### config.mk
export PLATFORM = sky130hd
export DESIGN_NAME = sar_dac_share_ctrl
export DESIGN_NICKNAME = d
export VERILOG_FILES = /design/src/rtl/sar_pkg.sv /design/src/rtl/sar_ctrl.sv /design/src/rtl/sar_datapath.sv /design/src/rtl/sar_dac_share_ctrl.sv
export SDC_FILE = /design/constraint.sdc
export NUM_CORES = 1
export LEC_CHECK = 0
export ABC_AREA = 1
export ABC_CLOCK_PERIOD_IN_PS = 3100
export BUFFER_PORTS_ARGS = -buffer_cell sky130_fd_sc_hd__buf_2
export CAP_MARGIN = 0
export CELL_PAD_IN_SITES_DETAIL_PLACEMENT = 2
export CELL_PAD_IN_SITES_GLOBAL_PLACEMENT = 2
export CORE_ASPECT_RATIO = 1.2
export CORE_MARGIN = 3
export CORE_UTILIZATION = 33
export CTS_BUF_LIST = sky130_fd_sc_hd__clkbuf_8
export CTS_CLUSTER_DIAMETER = 40
export CTS_CLUSTER_SIZE = 25
export DETAILED_ROUTE_END_ITERATION = 8
export PLACE_DENSITY_LB_ADDON = 0.2
export SYNTH_ARGS = -nofsm -noshare
export SYNTH_HDL_FRONTEND = slang
export SYNTH_HIERARCHICAL = 1
export SYNTH_SLANG_ARGS = --single-unit
### constraint.sdc
create_clock -name clk -period 3.1 [get_ports clk]
set_clock_uncertainty 0.2 [all_clocks]
set_input_delay 0.62 -clock clk [delete_from_list [all_inputs] [get_ports clk]]
set_output_delay 0.62 -clock clk [all_outputs]
set_load 0.01 [all_outputs]
### src/rtl/sar_pkg.sv
package sar_pkg;
  typedef enum logic [1:0] {
    ST_IDLE  = 2'd0,
    ST_TRACK = 2'd1,
    ST_CONV  = 2'd2
  } sarState_t;

  typedef struct packed {
    logic load;    // begin conversion: clear accumulator, capture coding
    logic step;    // one compare step this cycle
    logic finish;  // last compare step: write result
  } sarStrb_t;
endpackage

### src/rtl/sar_ctrl.sv
module sar_ctrl
  import sar_pkg::*;
#(
  parameter int WIDTH        = 8,
  parameter int TRACK_CYCLES = 2,
  localparam int IW = (WIDTH > 1) ? $clog2(WIDTH) : 1,
  localparam int TW = $clog2(TRACK_CYCLES + 1)
) (
  input  logic          clk,
  input  logic          rst_n,
  input  logic          startPulse,
  output sarStrb_t      strb,
  output logic [IW-1:0] bitIdx,
  output logic          trackEn,
  output logic          holdEn,
  output logic          busy,
  output logic          done
);
  sarState_t     state;
  logic [TW-1:0] trackCnt;

  always_ff @(posedge clk or negedge rst_n) begin
    if (!rst_n) begin
      state    <= ST_IDLE;
      trackCnt <= '0;
      bitIdx   <= IW'(WIDTH - 1);
      done     <= 1'b0;
    end else begin
      done <= 1'b0;
      case (state)
        ST_IDLE: begin
          if (startPulse) begin
            state    <= ST_TRACK;
            trackCnt <= '0;
          end
        end
        ST_TRACK: begin
          if (trackCnt == TW'(TRACK_CYCLES - 1)) begin
            state  <= ST_CONV;
            bitIdx <= IW'(WIDTH - 1);
          end else begin
            trackCnt <= trackCnt + 1'b1;
          end
        end
        ST_CONV: begin
          if (bitIdx == '0) begin
            state <= ST_IDLE;
            done  <= 1'b1;
          end else begin
            bitIdx <= bitIdx - 1'b1;
          end
        end
        default: state <= ST_IDLE;
      endcase
    end
  end

  always_comb begin
    trackEn     = (state == ST_TRACK);
    holdEn      = (state == ST_CONV);
    busy        = (state != ST_IDLE);
    strb.load   = (state == ST_IDLE) && startPulse;
    strb.step   = (state == ST_CONV);
    strb.finish = (state == ST_CONV) && (bitIdx == '0);
  end


  done_single_chk: assert property (@(posedge clk) disable iff (!rst_n)
    done |=> !done);


  phase_excl_chk: assert property (@(posedge clk) disable iff (!rst_n)
    trackEn |-> !holdEn);


  step_order_chk: assert property (@(posedge clk) disable iff (!rst_n)
    (holdEn && bitIdx != '0) |=> (holdEn && bitIdx == $past(bitIdx) - 1'b1));


  hold_span_chk: assert property (@(posedge clk) disable iff (!rst_n)
    done |-> ($past(busy) && !busy));


  start_ignored_chk: assert property (@(posedge clk) disable iff (!rst_n)
    (trackEn && startPulse && trackCnt != TW'(TRACK_CYCLES - 1)) |=> trackEn);
endmodule

### src/rtl/sar_datapath.sv
module sar_datapath
  import sar_pkg::*;
#(
  parameter int WIDTH = 8,
  localparam int IW = (WIDTH > 1) ? $clog2(WIDTH) : 1,
  localparam logic [WIDTH-1:0] MID_CODE = {1'b1, {(WIDTH-1){1'b0}}}
) (
  input  logic             clk,
  input  logic             rst_n,
  input  sarStrb_t         strb,
  input  logic [IW-1:0]    bitIdx,
  input  logic             busy,
  input  logic             cmpHigh,
  input  logic             diffMode,
  input  logic             outEnable,
  input  logic [WIDTH-1:0] dacReg,
  output logic [WIDTH-1:0] dacCode,
  output logic             dacRelease,
  output logic [WIDTH-1:0] result
);
  logic [WIDTH-1:0] acc;
  logic [WIDTH-1:0] bitMask;
  logic [WIDTH-1:0] trial;
  logic [WIDTH-1:0] nextAcc;
  logic             diffLatched;

  always_comb begin
    bitMask    = {{(WIDTH-1){1'b0}}, 1'b1} << bitIdx;
    trial      = acc | bitMask;
    nextAcc    = cmpHigh ? trial : acc;
    dacCode    = strb.step ? trial : dacReg;
    dacRelease = !outEnable && !busy;
  end

  always_ff @(posedge clk or negedge rst_n) begin
    if (!rst_n) begin
      acc         <= '0;
      diffLatched <= 1'b0;
      result      <= MID_CODE;
    end else begin
      if (strb.load) begin
        acc         <= '0;
        diffLatched <= diffMode;
      end else if (strb.step) begin
        acc <= nextAcc;
      end
      if (strb.finish) begin
        result <= diffLatched ? (nextAcc ^ MID_CODE) : nextAcc;
      end
    end
  end


  acc_grow_chk: assert property (@(posedge clk) disable iff (!rst_n)
    strb.step |=> (acc >= $past(acc)));


  release_idle_chk: assert property (@(posedge clk) disable iff (!rst_n)
    dacRelease |-> !busy);


  coding_stable_chk: assert property (@(posedge clk) disable iff (!rst_n)
    (busy && !strb.load) |=> $stable(diffLatched));
endmodule

### src/rtl/sar_dac_share_ctrl.sv
module sar_dac_share_ctrl
  import sar_pkg::*;
#(
  parameter int WIDTH        = 8,
  parameter int TRACK_CYCLES = 2
) (
  input  logic             clk,
  input  logic             rst_n,
  input  logic             startPulse,
  input  logic             cmpHigh,
  input  logic             diffMode,
  input  logic             outEnable,
  input  logic [WIDTH-1:0] dacReg,
  output logic [WIDTH-1:0] dacCode,
  output logic             trackEn,
  output logic             holdEn,
  output logic             bufHold,
  output logic             dacRelease,
  output logic [WIDTH-1:0] result,
  output logic             done
);
  localparam int IW = (WIDTH > 1) ? $clog2(WIDTH) : 1;

  sarStrb_t      strb;
  logic [IW-1:0] bitIdx;
  logic          busy;

  sar_ctrl #(.WIDTH(WIDTH), .TRACK_CYCLES(TRACK_CYCLES)) ctrl_i (
    .clk        (clk),
    .rst_n      (rst_n),
    .startPulse (startPulse),
    .strb       (strb),
    .bitIdx     (bitIdx),
    .trackEn    (trackEn),
    .holdEn     (holdEn),
    .busy       (busy),
    .done       (done)
  );

  sar_datapath #(.WIDTH(WIDTH)) dp_i (
    .clk        (clk),
    .rst_n      (rst_n),
    .strb       (strb),
    .bitIdx     (bitIdx),
    .busy       (busy),
    .cmpHigh    (cmpHigh),
    .diffMode   (diffMode),
    .outEnable  (outEnable),
    .dacReg     (dacReg),
    .dacCode    (dacCode),
    .dacRelease (dacRelease),
    .result     (result)
  );

  assign bufHold = busy;
endmodule

==> Word level (Yosys, flattened, before mapping) <==
Index checks and enable logic that the tools add are counted.
{ "word_totals": {"regBits": 25, "latchBits": 0, "ram_bits": 0, "romBits": 0, "inputBits": 14, "output_inout_bits": 21, "elab_cells": 51, "memories": 0} }
{ "classes": {"n_addsub": 2, "mul": 0, "div_mod_pow": 0, "order_cmp": 0, "n_eq_ne": 8, "shifts": 1, "n_mux": 17, "bitwise_logic": 2, "n_reduce_logical": 14} }
{ "ops": {"columns": ["cell", "n"], "rows": [
  ["$mux W8", 5],
  ["$mux W2", 5],
  ["$reduce_and A3 Y1", 3],
  ["$or A8 B8 Y8", 1],
  ["$reduce_bool A2 Y1", 4],
  ["$shl A1 B3 Y8 const A", 1],
  ["$mux W3", 2],
  ["$ne A2 B2 Y1 const B", 3],
  ["$pmux W2 S3", 1],
  ["$pmux W3 S2", 1],
  ["$eq A2 B1 Y1 const B", 2],
  ["$ne A2 B1 Y1 const B", 2],
  ["$pmux W2 S2", 1],
  ["$logic_and A1 B1 Y1", 3],
  ["$logic_not A3 Y1", 1],
  ["$sub A3 B1 Y3 const B", 1],
  ["$add A2 B1 Y2 const B", 1],
  ["$eq A2 B2 Y1 const B", 1],
  ["$logic_not A1 Y1", 2],
  ["$logic_not A2 Y1", 1],
  ["$mux W1", 2],
  ["$not A1 Y1", 1]
]} }

==> Depth between registers and ports, before layout <==
Gate-level depths: netlist of run 1.
{ "depth": {"word_depth": 5, "mapped_depth": 8, "ltp_nobuf": 8} }

==> Cells and area by module <==
Netlist of run 1, hierarchy kept.
{ "by_module_without_submodules": {"columns": ["mod", "instances", "cells_per_inst", "area_each_um2", "seq_area_each_um2"], "rows": [
  ["sar_datapath", 1, 119, 914.6, 426.7],
  ["sar_ctrl", 1, 71, 560.5, 203.9]
]} }

==> Least setup slack after synthesis of run 1 <==
No wires, ideal clock.
{ "synth_path": {"kind": "register to output", "start": "reg ctrl_i.state[0]", "end": "out dacCode[5]", "arrival_time_ns": 1.412, "required_ns": 2.280, "path_slack_ns": 0.868, "path_stages_with_launch": 7, "path_buffers": 2, "path_cell_list": "dfrtp_1 inv_1 ha_1 buf_4 clkbuf_1 o21ai_0 o21ai_0"} }
{ "synth_between": {"elab_chain_len": 2} }
{ "synth_lines": {"columns": ["element", "line", "rtl"], "rows": [
  ["start: declaration", "sar_ctrl.sv:19", "sarState_t state;"],
  ["start signal: assignment", "sar_ctrl.sv:24", "state <= ST_IDLE;"],
  ["start signal: assignment", "sar_ctrl.sv:33", "state <= ST_TRACK;"],
  ["start signal: assignment", "sar_ctrl.sv:39", "state <= ST_CONV;"],
  ["$eq A2 B2 Y1", null, null],
  ["via holdEn", "sar_dac_share_ctrl.sv:16", "output logic holdEn,"],
  ["$mux W8", "sar_datapath.sv:31", "dacCode = strb.step ? trial : dacReg;"],
  ["end: declaration", "sar_dac_share_ctrl.sv:14", "output logic [WIDTH-1:0] dacCode,"]
]} }
The timed path passes the listed nets, and every way through them passes these cells.

==> Worst setup path in the final report of run 1 <==
{ "layout_path": {"start": "reg ctrl_i.state[0]", "end": "out dacCode[2]"} }
{ "layout_between": {"elab_chain_len": 2} }
{ "layout_lines": {"columns": ["element", "line", "rtl"], "rows": [
  ["$eq A2 B2 Y1", "sar_ctrl.sv:63", "strb.step = (state == ST_CONV);"],
  ["$mux W8", "sar_datapath.sv:31", null]
]} }
Every way passes these cells.

==> key figures, run 1 <==
Outcome
  – Status: finished, final reports clean

Critical path
  – Crit Path Class: flip-flop to output pin
  – R2R cell count: 8
  – Critical path cell sequence: inv_1 > ha_1 > nor2_1 > a31oi_1 > buf_2
  – Top Family by Delay on Critical Path: adder cells
  – Worst setup path endpoint: dacCode[2]
  – Crit path from: ctrl_i/state[0]$_DFFE_PN0P_
  – Worst Path Required: 2.28 ns
  – Total number of cells along the worst setup path: 5
  – Flop2flop setup slack: 0.73 ns
  – Worst R2R Start: ctrl_i/state[0]$_DFFE_PN0P_
  – Crit-path slowest cell: ha_1
  – Worst setup SP type: flip-flop
  – Crit end category: output pin
  – WP buf/inv: 2
  – Worst r2r dst: dp_i/result[6]$_DFFE_PN0P_
  – Max Fanout on Critical Path: 21
  – Critical Path AT: 1.96 ns
  – Slowest stage delay, CP: 0.61 ns

Detailed routing
  – DR vias/cell: 4.97
  – Post-route DRC: 0
  – Routed len/inst: 15.9 µm
  – First-pass DRT Iterations: 4
  – Vias: 1397
  – DRT iter0 DRCs: 38
  – Post-route ant nets: 0
  – Routed wire length: 4480 µm

Placed design
  – Inst Count DP: 277
  – Port bufs: 34
  – DP Area: 0.00170 mm²
  – Detailed Place HPWL: 3540 µm
  – Routability cong.: 0.841

Yosys
  – Top cells by area, synth: dfrtp_1, nand2_1, ha_1
  – Yosys cell types: 23
  – Seq/Total Area, Yosys: 0.427
  – Syn nets: 213
  – Top_reg_cell synth: dfrtp_1
  – Async SR Flop Fraction: 1.00
  – Seq cells post-synth: 25
  – Post-synth EDFFs: 0
  – Synthesized instance count: 190
  – Average size of a mapped cell: 7.76 µm²
  – Synthesis Warnings: 6
  – Area of the mapped netlist: 0.00148 mm²
  – Most common cell in the netlist: nand2_1
  – Commonest cells post-synth: nand2_1, inv_1, dfrtp_1
  – Synth top area share: 0.356
  – Yosys top cell by area: dfrtp_1

Clocking
  – Clock latency on the worst-skew pair: 0.27 ns
  – CTS buffer count: 3
  – Post-CTS setup buffers: 0
  – PostCTS Resize Cnt: 0
  – Longest Clk Path Bufs: 2
  – Root buffer cell: clkbuf_8
  – Clock Pin Slew Worst Setup and Hold Paths: 0.09 ns
  – CTS tree: built
  – Sink Count: 25
  – # H-tree levels: 1
  – Hold Buf Count CTS: 0

Global routing
  – Total grt overflow: 0
  – Grt peak-use layer: met2
  – Largest net degree at the start of global routing: 26
  – Initial antenna violation count: 0
  – Met1 usage: 0.220
  – First-pass GRT wire length: 7640 µm
  – Vias in the first global route: 1586
  – Met3 global-route usage: 0.0198
  – Met2 Usage GRT: 0.352
  – GRT Util Overall: 0.187

STA
  – RSZ-0062 raised after global routing: false
  – Final setup viols: 0
  – Peak Freq: 360 MHz
  – Worst-margin pin slew: 0.678 ns
  – Fin. max-slew vios: 0
  – Setup TNS: 0 ns
  – Slew margin rel.: 0.548
  – Fin crit share: 0.897
  – Hold Violations, Final: 0
  – Period minus WS final: 2.78 ns

Power
  – Peak VDD IR: 297 µV
  – P_leak: 0.905 nW
  – Power per Cell Area: 964 mW/mm²

Cells and area
  – Fillers: 536
  – Fin cells: 281
  – Diodes inserted: 0
  – Final Instance Area: 0.00175 mm²
  – Syn-to-layout area delta: 18.7%
  – Ratio of cells with drive above 1 in the final layout: 0.253
  – Nets: 249
  – Final Core Density: 0.408

Floorplan
  – Initial Utilization: 0.344
  – Rows: 26
  – Top Ports: 35
  – Die width: 67.0 µm
  – Die Y: 79.2 µm
  – Core region area: 0.00429 mm²
  – Die Area: 0.00531 mm²

Hold path
  – Path category of the worst min-delay check: input pin to async pin

Job
  – Max_cap viols: 0
## sequential cells by signal (all words and copies together) (netlist names)
name              count
dp_i/acc              8
dp_i/result           8
ctrl_i/bitIdx         3
ctrl_i/state          2
ctrl_i/trackCnt       2
ctrl_i/done           1
dp_i/diffLatched      1
## routing by layer
layer,vias up,wire length (µm)
met5,-,0
met1,692,1790
met4,0,76
li1,673,-
met2,26,2460
met3,6,148
## power by group
group	internal, mW	switching (mW)	leakage [nW]
Clock	0.0901	0.112	0.0255
Combinational	0.320	0.571	0.571
Sequential	0.471	0.125	0.309
## metrics by stage
step           setup slack [ns]  total power [mW]  hold WS [ns]
2_1_floorplan             0.868              1.18         0.124
3_3_place_gp              0.787              1.43         0.256
3_5_place_dp              0.616              1.51         0.272
4_1_cts                   0.272              1.72         0.163
5_1_grt                   0.102              1.86         0.186
6_report                  0.320              1.69         0.145
## layout make-up
type | instances | area, µm² | share of cell area
clock buffers | 3 | 41.3 | 0.0236
repair buffers | 36 | 185 | 0.106
multi-input cells | 127 | 694 | 0.397
clock inverters | 1 | 5.00 | 0.00286
flip-flops and latches | 25 | 631 | 0.360
well taps | 56 | 70.1 | 0.0400
inverters | 33 | 124 | 0.0708
## cell families (layout without fill, tap and decap cells)
group | after synthesis | after routing | synth area share
buf+inv | 38 | 73 | 0.102
simple gates | 88 | 88 | 0.284
compound gates | 30 | 30 | 0.110
fa+ha+maj | 9 | 9 | 0.0763
flops | 25 | 25 | 0.427
## cells in the final DEF, fill, tap and decap left out
cell,n
a21oi_1,8
clkbuf_8,3
nand2_2,1
o21ai_2,1
nand2_1,42
nor2b_1,2
inv_1,30
inv_2,3
a31oi_1,4
buf_4,2
nand3_2,2
a21oi_2,1
clkinv_2,1
dfstp_2,4
nor2_1,17
nor3_2,3
nand4_1,5
nor3_4,1
buf_2,34
nand3_1,14
nand2_4,1
dfrtp_1,21
ha_1,9
o21ai_0,16
## worst reg2reg max path, cell delays in order (launching register included)
cell and delay, ns:
dfrtp_1 0.43, inv_1 0.15, ha_1 0.61, buf_4 0.28
nand3_2 0.12, inv_1 0.10, inv_1 0.16, nor2_1 0.14
a21oi_1 0.08
## how the worst min path moves through the flow
stage                     depth (start not counted)                              to                      startpoint
after floorplan                                   0           ctrl_i/done$_DFF_PN0_                           rst_n
after global placement                            2  ctrl_i/trackCnt[1]$_DFFE_PN0P_  ctrl_i/trackCnt[1]$_DFFE_PN0P_
after detailed placement                          2      dp_i/result[7]$_DFFE_PN1P_      dp_i/result[7]$_DFFE_PN1P_
after CTS                                         1      dp_i/result[5]$_DFFE_PN0P_                           rst_n
after global routing                              1      dp_i/result[5]$_DFFE_PN0P_                           rst_n
final                                             1         dp_i/acc[6]$_DFFE_PN0P_                           rst_n
Power figures use the tool's default switching activity.
==> inputs of run 2 (changes only) <==
--- a/config.mk
+++ b/config.mk
@@ -7,5 +7,5 @@
 export LEC_CHECK = 0
 export ABC_AREA = 1
-export ABC_CLOCK_PERIOD_IN_PS = 3100
+export ABC_CLOCK_PERIOD_IN_PS = 2500
 export BUFFER_PORTS_ARGS = -buffer_cell sky130_fd_sc_hd__buf_2
 export CAP_MARGIN = 0
@@ -14,5 +14,5 @@
 export CORE_ASPECT_RATIO = 1.2
 export CORE_MARGIN = 3
-export CORE_UTILIZATION = 33
+export CORE_UTILIZATION = 28
 export CTS_BUF_LIST = sky130_fd_sc_hd__clkbuf_8
 export CTS_CLUSTER_DIAMETER = 40
==> constraint.sdc (replaced) <==
create_clock -name clk -period 2.5 [get_ports clk]
set_clock_uncertainty 0.2 [all_clocks]
set_input_delay 0.375 -clock clk [delete_from_list [all_inputs] [get_ports clk]]
set_output_delay 0.375 -clock clk [all_outputs]
set_load 0.01 [all_outputs]
==> key figures, run 2 (synthesis gave the netlist of run 1 again) <==
Job
  – Max_cap viols: 0 (unchanged)

Critical path
  – Worst Path Required: 1.92 ns (was 2.28 ns)
  – Slowest stage delay, CP: 0.42 ns (was 0.61 ns)
  – WP buf/inv: 3 (was 2)
  – Top Family by Delay on Critical Path: buffers and inverters (was adder cells)
  – Crit path from: ctrl_i/state[0]$_DFFE_PN0P_ (unchanged)
  – Max Fanout on Critical Path: 27 (was 21)
  – Worst setup path endpoint: dacCode[7] (was dacCode[2])
  – Critical path cell sequence: inv_1 > ha_1 > buf_4 > nor2_1 > a31oi_1 > buf_2 (was inv_1 > ha_1 > nor2_1 > a31oi_1 > buf_2)
  – Critical Path AT: 1.76 ns (was 1.96 ns)
  – Crit Path Class: flip-flop to output pin (unchanged)
  – Total number of cells along the worst setup path: 6 (was 5)
  – R2R cell count: 8 (unchanged)
  – Crit-path slowest cell: dfrtp_1 (was ha_1)
  – Worst r2r dst: dp_i/result[6]$_DFFE_PN0P_ (unchanged)
  – Flop2flop setup slack: 0.59 ns (was 0.73 ns)
  – Worst R2R Start: ctrl_i/state[0]$_DFFE_PN0P_ (unchanged)
  – Worst setup SP type: flip-flop (unchanged)
  – Crit end category: output pin (unchanged)

Cells and area
  – Syn-to-layout area delta: 19.7% (was 18.7%)
  – Most frequent cells in the layout: nand2_1, buf_2, inv_1 (unchanged)
  – Diodes inserted: 0 (unchanged)
  – Fin cells: 286 (was 281)
  – Largest regs: dp_i/acc: 8 flops, dp_i/result: 8 flops, ctrl_i/bitIdx: 3 flops (unchanged)
  – Ratio of cells with drive above 1 in the final layout: 0.252 (was 0.253)
  – Most common cell after layout, fill and taps aside: nand2_1 (unchanged)
  – Final Core Density: 0.352 (was 0.408)
  – Nets: 250 (was 249)

Placed design
  – Detailed Place HPWL: 3300 µm (was 3540 µm)
  – Pre-CTS WS: 0.451 ns (was 0.616 ns)
  – Routability cong.: 0.721 (was 0.841)
  – Port bufs: 34 (unchanged)
  – Inst Count DP: 281 (was 277)

Clocking
  – Clock Pin Slew Worst Setup and Hold Paths: 0.09 ns (about the same)
  – Clock latency on the worst-skew pair: 0.28 ns (was 0.27 ns)
  – CTS tree: built (unchanged)
  – CTS buffer count: 3 (unchanged)
  – Post-CTS setup buffers: 0 (unchanged)
  – # H-tree levels: 1 (unchanged)
  – Sink Count: 25 (unchanged)
  – Root buffer cell: clkbuf_8 (unchanged)
  – PostCTS Resize Cnt: 0 (unchanged)
  – Longest Clk Path Bufs: 2 (unchanged)
  – Hold Buf Count CTS: 1 (was 0)

Global routing
  – Initial antenna violation count: 0 (unchanged)
  – GRT Util Overall: 0.152 (was 0.187)
  – Vias in the first global route: 1503 (was 1586)
  – First-pass GRT wire length: 7410 µm (was 7640 µm)
  – Total grt overflow: 0 (unchanged)
  – Largest net degree at the start of global routing: 28 (was 26)

Power
  – P_leak: 0.909 nW (was 0.905 nW)
  – Peak VDD IR: 348 µV (was 297 µV)
  – Clock power share: 0.122 (was 0.119)
  – Power per Cell Area: 1170 mW/mm² (was 964 mW/mm²)
  – Sw Ratio: 0.472 (was 0.478)
  – P_int: 1.09 mW (was 0.880 mW)
  – Logic pwr share: 0.525 (was 0.528)
  – Sequential power share: 0.353 (about the same)
  – Net Switching: 0.974 mW (was 0.807 mW)

Hold path
  – Worst hold start: diffMode
  – Hold path depth: 3
  – Path category of the worst min-delay check: input pin to flip-flop (was input pin to async pin)

Detailed routing
  – Routed wl met3: 152 µm (was 148 µm)
  – Vias: 1379 (was 1397)
  – Routed wire length: 4180 µm (was 4480 µm)
  – First-pass DRT Iterations: 4 (unchanged)
  – Routed len/inst: 14.6 µm (was 15.9 µm)
  – Post-route ant nets: 0 (unchanged)
  – DRT iter0 DRCs: 44 (was 38)
  – Wl on met1: 1770 µm (was 1790 µm)
  – DR vias/cell: 4.82 (was 4.97)
  – DR WL met2: 2220 µm (was 2460 µm)
  – Top Layer Used: met4 (unchanged)
  – Post-route DRC: 0 (unchanged)

Floorplan
  – Die Area: 0.00618 mm² (was 0.00531 mm²)
  – Die width: 72.3 µm (was 67.0 µm)
  – Initial Utilization: 0.294 (was 0.344)
  – Rows: 28 (was 26)
  – Die Y: 85.5 µm (was 79.2 µm)
  – Top Ports: 35 (unchanged)
  – Core region area: 0.00501 mm² (was 0.00429 mm²)

STA
  – Worst hold slack: 0.120 ns (was 0.145 ns)
  – Period minus WS final: 2.33 ns
  – Setup TNS: 0 ns (unchanged)
  – RSZ-0062 raised after global routing: false (unchanged)
  – Final setup viols: 0 (unchanged)
  – Worst-margin pin slew: 0.623 ns (was 0.678 ns)
  – Peak Freq: 428 MHz
  – Final worst slack: 0.166 ns (was 0.320 ns)
  – Hold Violations, Final: 0 (unchanged)
  – Fin. max-slew vios: 0 (unchanged)
  – Fin crit share: 0.934
  – Slew margin rel.: 0.584 (was 0.548)

Outcome
  – Status: finished, final reports clean (unchanged)
==> run 2: how the worst min path moves through the flow <==
stage                                         to
floorplan                  ctrl_i/done$_DFF_PN0_
global placement      dp_i/result[6]$_DFFE_PN0P_
detailed placement    dp_i/result[6]$_DFFE_PN0P_
CTS                 dp_i/diffLatched$_DFFE_PN0P_
global route        dp_i/diffLatched$_DFFE_PN0P_
finish              dp_i/diffLatched$_DFFE_PN0P_
==> run 2: power by group through the flow <==
| stage | sequential, mW | clock [mW] | combinational, mW |
|---|---|---|---|
| floorplan | 0.739 | 0 | 0.725 |
| global placement | 0.733 | 0 | 1.07 |
| detailed placement | 0.741 | 0 | 1.11 |
| CTS | 0.734 | 0.268 | 1.11 |
| global route | 0.759 | 0.283 | 1.26 |
| finish | 0.729 | 0.253 | 1.08 |
==> run 2: stage by stage <==
step	area (µm²)	total power, mW
2_1_floorplan	1480	1.46
3_3_place_gp	1710	1.80
3_5_place_dp	1710	1.85
4_1_cts	1770	2.11
5_1_grt	1770	2.30
6_report	1770	2.06
==> run 2: tightest hold or removal path, cell delays in order <==
cell	delay (ns)
buf_2	0.08
nand2_1	0.05
o21ai_0	0.06
==> run 2: per-layer routing <==
metal / GRT usage / vias up
met1: 0.181 / 682
li1: - / 673
met2: 0.274 / 20
met3: 0.0270 / 4
met4: 0.0410 / 0
met5: 0 / -
==> run 2: area by class of cell <==
class,count,area (µm²)
inverter,33,124
multi-input combinational,127,694
fill,630,3240
sequential,25,631
timing repair buffer,37,195
clock inverter,1,5.00
clock buffer,3,41.3
tap,60,75.1
